[src/rtl/fseq_pkg.sv]
package fseq_pkg;

    typedef enum logic [2:0] {
        ST_RUN     = 3'd0,
        ST_DISCH   = 3'd1,
        ST_BHOLD   = 3'd2,
        ST_CHARGE  = 3'd3,
        ST_LATCHED = 3'd4,
        ST_THERM   = 3'd5
    } fseq_state_e;

    localparam int unsigned N_STATES = 6;

    // Condensed request vector seen by the controller
    typedef struct packed {
        logic rst_lvl;     // VCC under reset level
        logic prot;        // overload or overcurrent
        logic therm;       // thermal shutdown request
        logic therm_clr;   // brown-out or power saving
        logic all_clear;   // no fault of any kind present
        logic vcc_on;
        logic vcc_lo;
        logic cool;        // temperature back under hysteresis point
    } fseq_req_t;

    typedef struct packed {
        logic drv_en;
        logic bias_hold;
        logic charge_req;
    } fseq_out_t;

    function automatic logic holds_bias(fseq_state_e s);
        return (s == ST_BHOLD) || (s == ST_LATCHED);
    endfunction

endpackage

[src/rtl/fseq_req_merge.sv]
module fseq_req_merge
    import fseq_pkg::*;
(
    input  logic      ovld_req,
    input  logic      ocp_req,
    input  logic      therm_req,
    input  logic      temp_ok,
    input  logic      vcc_on,
    input  logic      vcc_lo,
    input  logic      vcc_rst,
    input  logic      brown_out,
    input  logic      pwr_save,
    output fseq_req_t req
);
    always_comb begin
        req.rst_lvl   = vcc_rst;
        req.prot      = ovld_req | ocp_req;
        req.therm     = therm_req;
        req.therm_clr = brown_out | pwr_save;
        req.all_clear = ~(ovld_req | ocp_req | therm_req | brown_out);
        req.vcc_on    = vcc_on;
        req.vcc_lo    = vcc_lo;
        req.cool      = temp_ok;
    end
endmodule

[src/rtl/fseq_hold_timer.sv]
module fseq_hold_timer #(
    parameter int unsigned HOLD_CYCLES = 500_000_000
) (
    input  logic clk,
    input  logic rst,
    input  logic run,
    output logic done
);
    localparam int unsigned CNT_W = $clog2(HOLD_CYCLES + 1);
    localparam logic [CNT_W-1:0] LAST = CNT_W'(HOLD_CYCLES - 1);

    logic [CNT_W-1:0] cnt_q;

    assign done = run && (cnt_q == LAST);

    always_ff @(posedge clk) begin
        if (rst || !run || done) begin
            cnt_q <= '0;
        end else begin
            cnt_q <= cnt_q + 1'b1;
        end
    end

    AST_TIMER_BOUND: assert property (@(posedge clk) disable iff (rst)
        cnt_q <= LAST);
    AST_TIMER_IDLE_ZERO: assert property (@(posedge clk) disable iff (rst)
        !run |=> (cnt_q == '0));
endmodule

[src/rtl/fseq_ctrl.sv]
module fseq_ctrl
    import fseq_pkg::*;
(
    input  logic        clk,
    input  logic        rst,
    input  fseq_req_t   req,
    input  logic        auto_mode,
    input  logic        hold_done,
    output fseq_state_e state_q,
    output logic        mode_auto_q
);
    fseq_state_e state_d;

    always_comb begin
        state_d = state_q;
        if (req.rst_lvl) begin
            state_d = ST_CHARGE;
        end else begin
            unique case (state_q)
                ST_RUN: begin
                    if (req.therm)      state_d = ST_THERM;
                    else if (req.prot)  state_d = ST_DISCH;
                end
                ST_DISCH: begin
                    if (req.vcc_lo) state_d = mode_auto_q ? ST_BHOLD : ST_LATCHED;
                end
                ST_BHOLD: begin
                    if (hold_done) state_d = ST_CHARGE;
                end
                ST_CHARGE: begin
                    if (req.therm)                           state_d = ST_THERM;
                    else if (req.vcc_on && req.all_clear)    state_d = ST_RUN;
                end
                ST_LATCHED: state_d = ST_LATCHED;
                ST_THERM: begin
                    if (req.therm_clr)                                  state_d = ST_CHARGE;
                    else if (req.vcc_on && req.cool && req.all_clear)   state_d = ST_RUN;
                end
                default: state_d = ST_CHARGE;
            endcase
        end
    end

    always_ff @(posedge clk) begin
        if (rst) begin
            state_q     <= ST_CHARGE;
            mode_auto_q <= 1'b0;
        end else begin
            state_q <= state_d;
            if (state_q == ST_RUN && state_d == ST_DISCH) begin
                mode_auto_q <= auto_mode;
            end
        end
    end

    AST_FAULT_STOPS_RUN: assert property (@(posedge clk) disable iff (rst)
        (state_q == ST_RUN && req.prot && !req.therm && !req.rst_lvl)
        |=> (state_q == ST_DISCH));
    AST_MODE_HELD: assert property (@(posedge clk) disable iff (rst)
        (state_q != ST_RUN) |=> $stable(mode_auto_q));
    AST_LATCH_STICKY: assert property (@(posedge clk) disable iff (rst)
        (state_q == ST_LATCHED && !req.rst_lvl) |=> (state_q == ST_LATCHED));
    AST_HOLD_NO_EARLY_EXIT: assert property (@(posedge clk) disable iff (rst)
        (state_q == ST_BHOLD && !hold_done && !req.rst_lvl) |=> (state_q == ST_BHOLD));
    AST_CHARGE_GATED: assert property (@(posedge clk) disable iff (rst)
        (state_q == ST_CHARGE && !req.all_clear) |=> (state_q != ST_RUN));
    AST_THERM_FIRST: assert property (@(posedge clk) disable iff (rst)
        (state_q == ST_RUN && req.therm && !req.rst_lvl) |=> (state_q == ST_THERM));
    AST_RESET_LEVEL: assert property (@(posedge clk) disable iff (rst)
        req.rst_lvl |=> (state_q == ST_CHARGE));
endmodule

[src/rtl/fseq_out_dec.sv]
module fseq_out_dec
    import fseq_pkg::*;
(
    input  logic                clk,
    input  logic                rst,
    input  fseq_state_e         state_q,
    input  logic                vcc_on,
    input  logic                vcc_lo,
    output fseq_out_t           outs,
    output logic [N_STATES-1:0] state_oh
);
    logic hic_q;   // hiccup charge phase while in thermal shutdown

    always_ff @(posedge clk) begin
        if (rst || state_q != ST_THERM) begin
            hic_q <= 1'b0;
        end else if (vcc_on) begin
            hic_q <= 1'b0;
        end else if (vcc_lo) begin
            hic_q <= 1'b1;
        end
    end

    for (genvar i = 0; i < N_STATES; i++) begin : g_oh
        assign state_oh[i] = (state_q == fseq_state_e'(3'(i)));
    end

    always_comb begin
        outs.drv_en     = (state_q == ST_RUN);
        outs.bias_hold  = holds_bias(state_q);
        outs.charge_req = (state_q == ST_CHARGE) || (state_q == ST_THERM && hic_q);
    end

    AST_HICCUP_CLEAR: assert property (@(posedge clk) disable iff (rst)
        (state_q == ST_THERM && vcc_on) |=> !hic_q);
    AST_HICCUP_SET: assert property (@(posedge clk) disable iff (rst)
        (state_q == ST_THERM && vcc_lo && !vcc_on) |=> hic_q);
    AST_STATE_ONEHOT: assert property (@(posedge clk) disable iff (rst)
        $onehot(state_oh));
endmodule

[src/rtl/prot_fault_seq.sv]
module prot_fault_seq
    import fseq_pkg::*;
#(
    parameter int unsigned HOLD_CYCLES = 500_000_000
) (
    input  logic       clk,
    input  logic       rst,
    input  logic       ovld_req_i,
    input  logic       ocp_req_i,
    input  logic       therm_req_i,
    input  logic       temp_ok_i,
    input  logic       auto_mode_i,
    input  logic       vcc_on_i,
    input  logic       vcc_lo_i,
    input  logic       vcc_rst_i,
    input  logic       brown_out_i,
    input  logic       pwr_save_i,
    output logic       drv_en_o,
    output logic       bias_hold_o,
    output logic       charge_req_o,
    output logic [5:0] state_oh_o
);
    fseq_req_t   req;
    fseq_state_e state_q;
    logic        mode_auto_q;
    logic        hold_done;
    fseq_out_t   outs;

    fseq_req_merge u_merge (
        .ovld_req  (ovld_req_i),
        .ocp_req   (ocp_req_i),
        .therm_req (therm_req_i),
        .temp_ok   (temp_ok_i),
        .vcc_on    (vcc_on_i),
        .vcc_lo    (vcc_lo_i),
        .vcc_rst   (vcc_rst_i),
        .brown_out (brown_out_i),
        .pwr_save  (pwr_save_i),
        .req       (req)
    );

    fseq_hold_timer #(.HOLD_CYCLES(HOLD_CYCLES)) u_timer (
        .clk  (clk),
        .rst  (rst),
        .run  (state_q == ST_BHOLD),
        .done (hold_done)
    );

    fseq_ctrl u_ctrl (
        .clk         (clk),
        .rst         (rst),
        .req         (req),
        .auto_mode   (auto_mode_i),
        .hold_done   (hold_done),
        .state_q     (state_q),
        .mode_auto_q (mode_auto_q)
    );

    fseq_out_dec u_dec (
        .clk      (clk),
        .rst      (rst),
        .state_q  (state_q),
        .vcc_on   (vcc_on_i),
        .vcc_lo   (vcc_lo_i),
        .outs     (outs),
        .state_oh (state_oh_o)
    );

    assign drv_en_o     = outs.drv_en;
    assign bias_hold_o  = outs.bias_hold;
    assign charge_req_o = outs.charge_req;

    AST_DRIVE_OFF_AFTER_FAULT: assert property (@(posedge clk) disable iff (rst)
        (drv_en_o && (ovld_req_i || ocp_req_i || therm_req_i)) |=> !drv_en_o);
    AST_NO_BIAS_WITH_DRIVE: assert property (@(posedge clk) disable iff (rst)
        !(drv_en_o && (bias_hold_o || charge_req_o)));
endmodule

[config.mk]
export PLATFORM = sky130hd
export DESIGN_NAME = prot_fault_seq
export DESIGN_NICKNAME = d
export VERILOG_FILES = /design/src/rtl/fseq_pkg.sv /design/src/rtl/fseq_req_merge.sv /design/src/rtl/fseq_hold_timer.sv /design/src/rtl/fseq_ctrl.sv /design/src/rtl/fseq_out_dec.sv /design/src/rtl/prot_fault_seq.sv
export SDC_FILE = /design/constraint.sdc
export NUM_CORES = 1
export LEC_CHECK = 0
export ABC_AREA = 1
export BUFFER_PORTS_ARGS = -buffer_cell sky130_fd_sc_hd__buf_2
export CAP_MARGIN = 20
export CORE_MARGIN = 2
export CORE_UTILIZATION = 52
export DETAILED_ROUTE_END_ITERATION = 6
export PLACE_DENSITY = 0.75
export SETUP_SLACK_MARGIN = 0.15
export SLEW_MARGIN = 25
export SYNTH_ARGS = -nofsm -noshare
export SYNTH_HDL_FRONTEND = slang
export SYNTH_SLANG_ARGS = --single-unit
[constraint.sdc]
create_clock -name clk -period 1.7 [get_ports clk]
set_clock_uncertainty 0.1 [all_clocks]
set_input_delay 0.51 -clock clk [delete_from_list [all_inputs] [get_ports clk]]
set_output_delay 0.51 -clock clk [all_outputs]
set_load 0.01 [all_outputs]
==> impl_metrics.csv <==
group,metric,value,unit
sta,slew_violations,0,
sta,setup_viol,40,
worst_setup_path,path_cells,"nand2_1 > nor2_1 > nand3_1 > nor2_2 > nand2_4 > nand3_4 > buf_12 > buf_12 > o21bai_1 > a21oi_1",
finish,diodes,0,
pwr,cellLeakagePower,1.39,nW
route,drt-wirelength-per-cell,20.6,µm
clock_tree,cts_made_buffers,5,
finish,fillers,157,
clock_tree,root_buffer,"clkbuf_8",
sta,worst_pin_slew,0.343,ns
route,drc,0,
logic_synthesis,syn-num-nets,303,
floorplanning,die_h,65.0,µm
pwr,power_density,529,nW/µm²
floorplanning,dieArea,4220,µm²
placement,hpwl,3460,µm
logic_synthesis,syn_area,1930,µm²
sta,min_period,1.92,ns
sta,finalHoldViolCount,0,
grt,grt_pass1_wl,11600,µm
floorplanning,die-width,65.0,µm
min_path,min_path_type,"in2reg",
worst_setup_path,required,1.79,ns
finish,final_area,3220,µm²
pwr,finalPower,1.71,mW
sta,setup_slack,-0.215,ns
clock_tree,hold_buffers,0,
clock_tree,cts_buffer_depth,2,
run,max_cap_violations,0,
grt,grt_start_max_net_pins,11,
sta,slew_headroom,77.1,%
worst_setup_path,max_stage_delay,0.41,ns
clock_tree,numClockSinks,34,
logic_synthesis,synth_seq_area_share,35.2,%
clock_tree,htreeDepth,2,
grt,antenna_found_initial,0,
clock_tree,cts_tree,"yes",
worst_setup_path,path_max_fanout,6,
logic_synthesis,syn_inst,290,
route,drt_pass1_iterations,6,
sta,rsz0062_at_grt,"yes",
route,vias,2590,
floorplanning,fp-row-count,22,
route,dr.first_iter.drc_count,397,
grt,first_global_vias,2423,
worst_setup_path,crit_path_end_kind,"flop",
sta,clock.fmax,0.522,GHz
logic_synthesis,synth_seq_cells,34,
pwr,vdd_drop_max,0.000606,V
logic_synthesis,postSynthAreaPerCell,6.66,µm²
route,drt-total-wl,8700,µm
route,postRouteAntennaNets,0,
floorplanning,coreArea,3610,µm²
worst_setup_path,crit_top_cell,"buf_12",
worst_setup_path,cp.arrival,2.01,ns
placement,place_area,2290,µm²
finish,fin_nets,386,
finish,drive_gt1_share,50.5,%
status,failed_checks,"setup timing",
clock_tree,path_clk_slew,0.07,ns
grt,grt_usage,36.2,%
sta,tns,-5.48,ns
route,avgViaCountPerCell,6.14,
floorplanning,num_io_pins,21,
logic_synthesis,synth.distinct_cells,33,
clock_tree,clk_latency,0.30,ns
grt,grt-ovfl-total,0,
placement,portBuffers,20,
finish,utilization,89.4,%
placement,gp_congestion,0.930,
worst_setup_path,crit_type,"reg2reg",
worst_setup_path,start_kind,"flop",
status,status,"complete, but fails checks",
finish,areaGrowthSynthToFinish,66.9,%
floorplanning,start_util,53.6,%
worst_setup_path,cp_slowest_cell,"dfxtp_1",
logic_synthesis,yosysWarningCount,0,
sta,fin_crit_sh,113,%
## worst max-delay path, delay by kind of cell (launching register included)
kind | cells | cell delay [ns]
and+or+nand+nor | 6 | 0.88
DFF | 1 | 0.41
buffers and inverters | 2 | 0.25
AOI/OAI and AO/OA | 2 | 0.17
## stage by stage
| stage | setup slack, ns | hold slack, ns | cells |
|---|---|---|---|
| 6_report | -0.215 | 0.298 | 422 |
| 5_1_grt | -0.227 | 0.295 | 422 |
| 4_1_cts | -0.0578 | 0.287 | 411 |
| 3_5_place_dp | -0.0478 | 0.375 | 380 |
| 3_3_place_gp | -0.0324 | 0.366 | 380 |
| 2_1_floorplan | 0.0591 | 0.328 | 290 |
## cells in the mapped netlist
master / count / share of area, %
a21oi_1: 15 / 3.9
a31oi_1: 1 / 0.32
and2_1: 1 / 0.32
buf_2: 1 / 0.26
buf_4: 3 / 1.2
buf_6: 1 / 0.58
dfxtp_1: 34 / 35
ha_1: 1 / 0.65
inv_1: 31 / 6.0
inv_2: 8 / 1.6
nand2_1: 59 / 11
nand2_2: 1 / 0.32
nand2_4: 1 / 0.58
nand3_1: 20 / 5.2
nand3_2: 2 / 1.0
nand3b_1: 1 / 0.39
nand4_1: 13 / 4.2
nor2_1: 52 / 10
nor2_2: 4 / 1.3
nor2_4: 1 / 0.58
nor3_1: 6 / 1.6
nor3_2: 1 / 0.52
nor3_4: 1 / 0.84
nor3b_1: 3 / 1.2
nor4_1: 2 / 0.65
nor4b_1: 1 / 0.45
o21a_1: 3 / 1.2
o21ai_0: 5 / 1.3
o21bai_1: 1 / 0.39
or2_0: 4 / 1.3
or2_2: 3 / 0.97
xnor2_1: 4 / 1.8
xor2_1: 6 / 2.7
## layout by cell type (no fill, tap or decap), drive strengths merged
cell type | Yosys | layout
nand3 | 22 | 22
clkbuf | 0 | 7
clkinv | 0 | 1
nand4 | 13 | 13
xnor2 | 4 | 4
nor2 | 57 | 57
a21oi | 15 | 15
buf | 5 | 81
o21bai | 1 | 1
inv | 39 | 39
nor3b | 3 | 3
or2 | 7 | 7
o21a | 3 | 3
o21ai | 5 | 5
a31oi | 1 | 1
ha | 1 | 1
nor4b | 1 | 1
and2 | 1 | 1
nand3b | 1 | 1
dfxtp | 34 | 34
nor4 | 2 | 2
nand2 | 61 | 61
xor2 | 6 | 6
nor3 | 8 | 8
## path summary, 6_finish.rpt
path,startpoint,endpoint,slack (ns),cells past startpoint
setup / recovery,u_timer.cnt_q[14],u_timer.cnt_q[18],-0.22,10
hold reg to reg,u_ctrl.mode_auto_q,u_ctrl.mode_auto_q,0.40,2
setup reg to reg,u_timer.cnt_q[14],u_timer.cnt_q[18],-0.22,10
hold / removal,vcc_on_i,u_dec.hic_q,0.30,2
## logic make-up after synthesis
| kind of cell | after synthesis | synth area share [%] |
|---|---|---|
| DFF | 34 | 35.2 |
| buffers and inverters | 44 | 9.59 |
| xor gates and xnor gates | 10 | 4.53 |
| AOI/OAI and AO/OA | 25 | 7.06 |
| and+or+nand+nor | 176 | 42.9 |
| adders and majority gates | 1 | 0.648 |
## flip-flops by register name (all words and copies together) (netlist names)
name and flops:
u_ctrl.state_q 3, u_ctrl.mode_auto_q 1, u_timer.cnt_q 29, u_dec.hic_q 1
## power by group
| group | switching (mW) | internal, mW |
|---|---|---|
| clock network | 0.320 | 0.327 |
| registers | 0.0108 | 0.796 |
| logic | 0.130 | 0.122 |
| total | 0.461 | 1.25 |
## what timing repair did
action	4_1_cts	5_1_grt
cloned	3	0
gates resized for setup	92	38
buffers inserted	20	11
endpoints found under the hold margin	0	0
setup endpoints to repair	40	42
pin swaps	28	9
## per-layer routing
layer | vias to the layer above | global-route usage, % | part of all wire (%)
met5 | - | 0 | 0
met4 | 0 | 18.4 | 7.8
met3 | 75 | 8.85 | 10
met2 | 222 | 63.0 | 47
met1 | 1193 | 40.9 | 35
li1 | 1100 | - | -
## area by class of cell
type | instances | area (µm²) | area share, %
clock inverters | 1 | 5.00 | 0.155
multi-input cells | 212 | 1430 | 44.4
repair buffers | 81 | 773 | 24.0
inverters | 39 | 156 | 4.85
flip-flops and latches | 34 | 712 | 22.1
well taps | 48 | 60.1 | 1.86
clock buffers | 7 | 86.3 | 2.68
(Power assumes the default switching activity.)
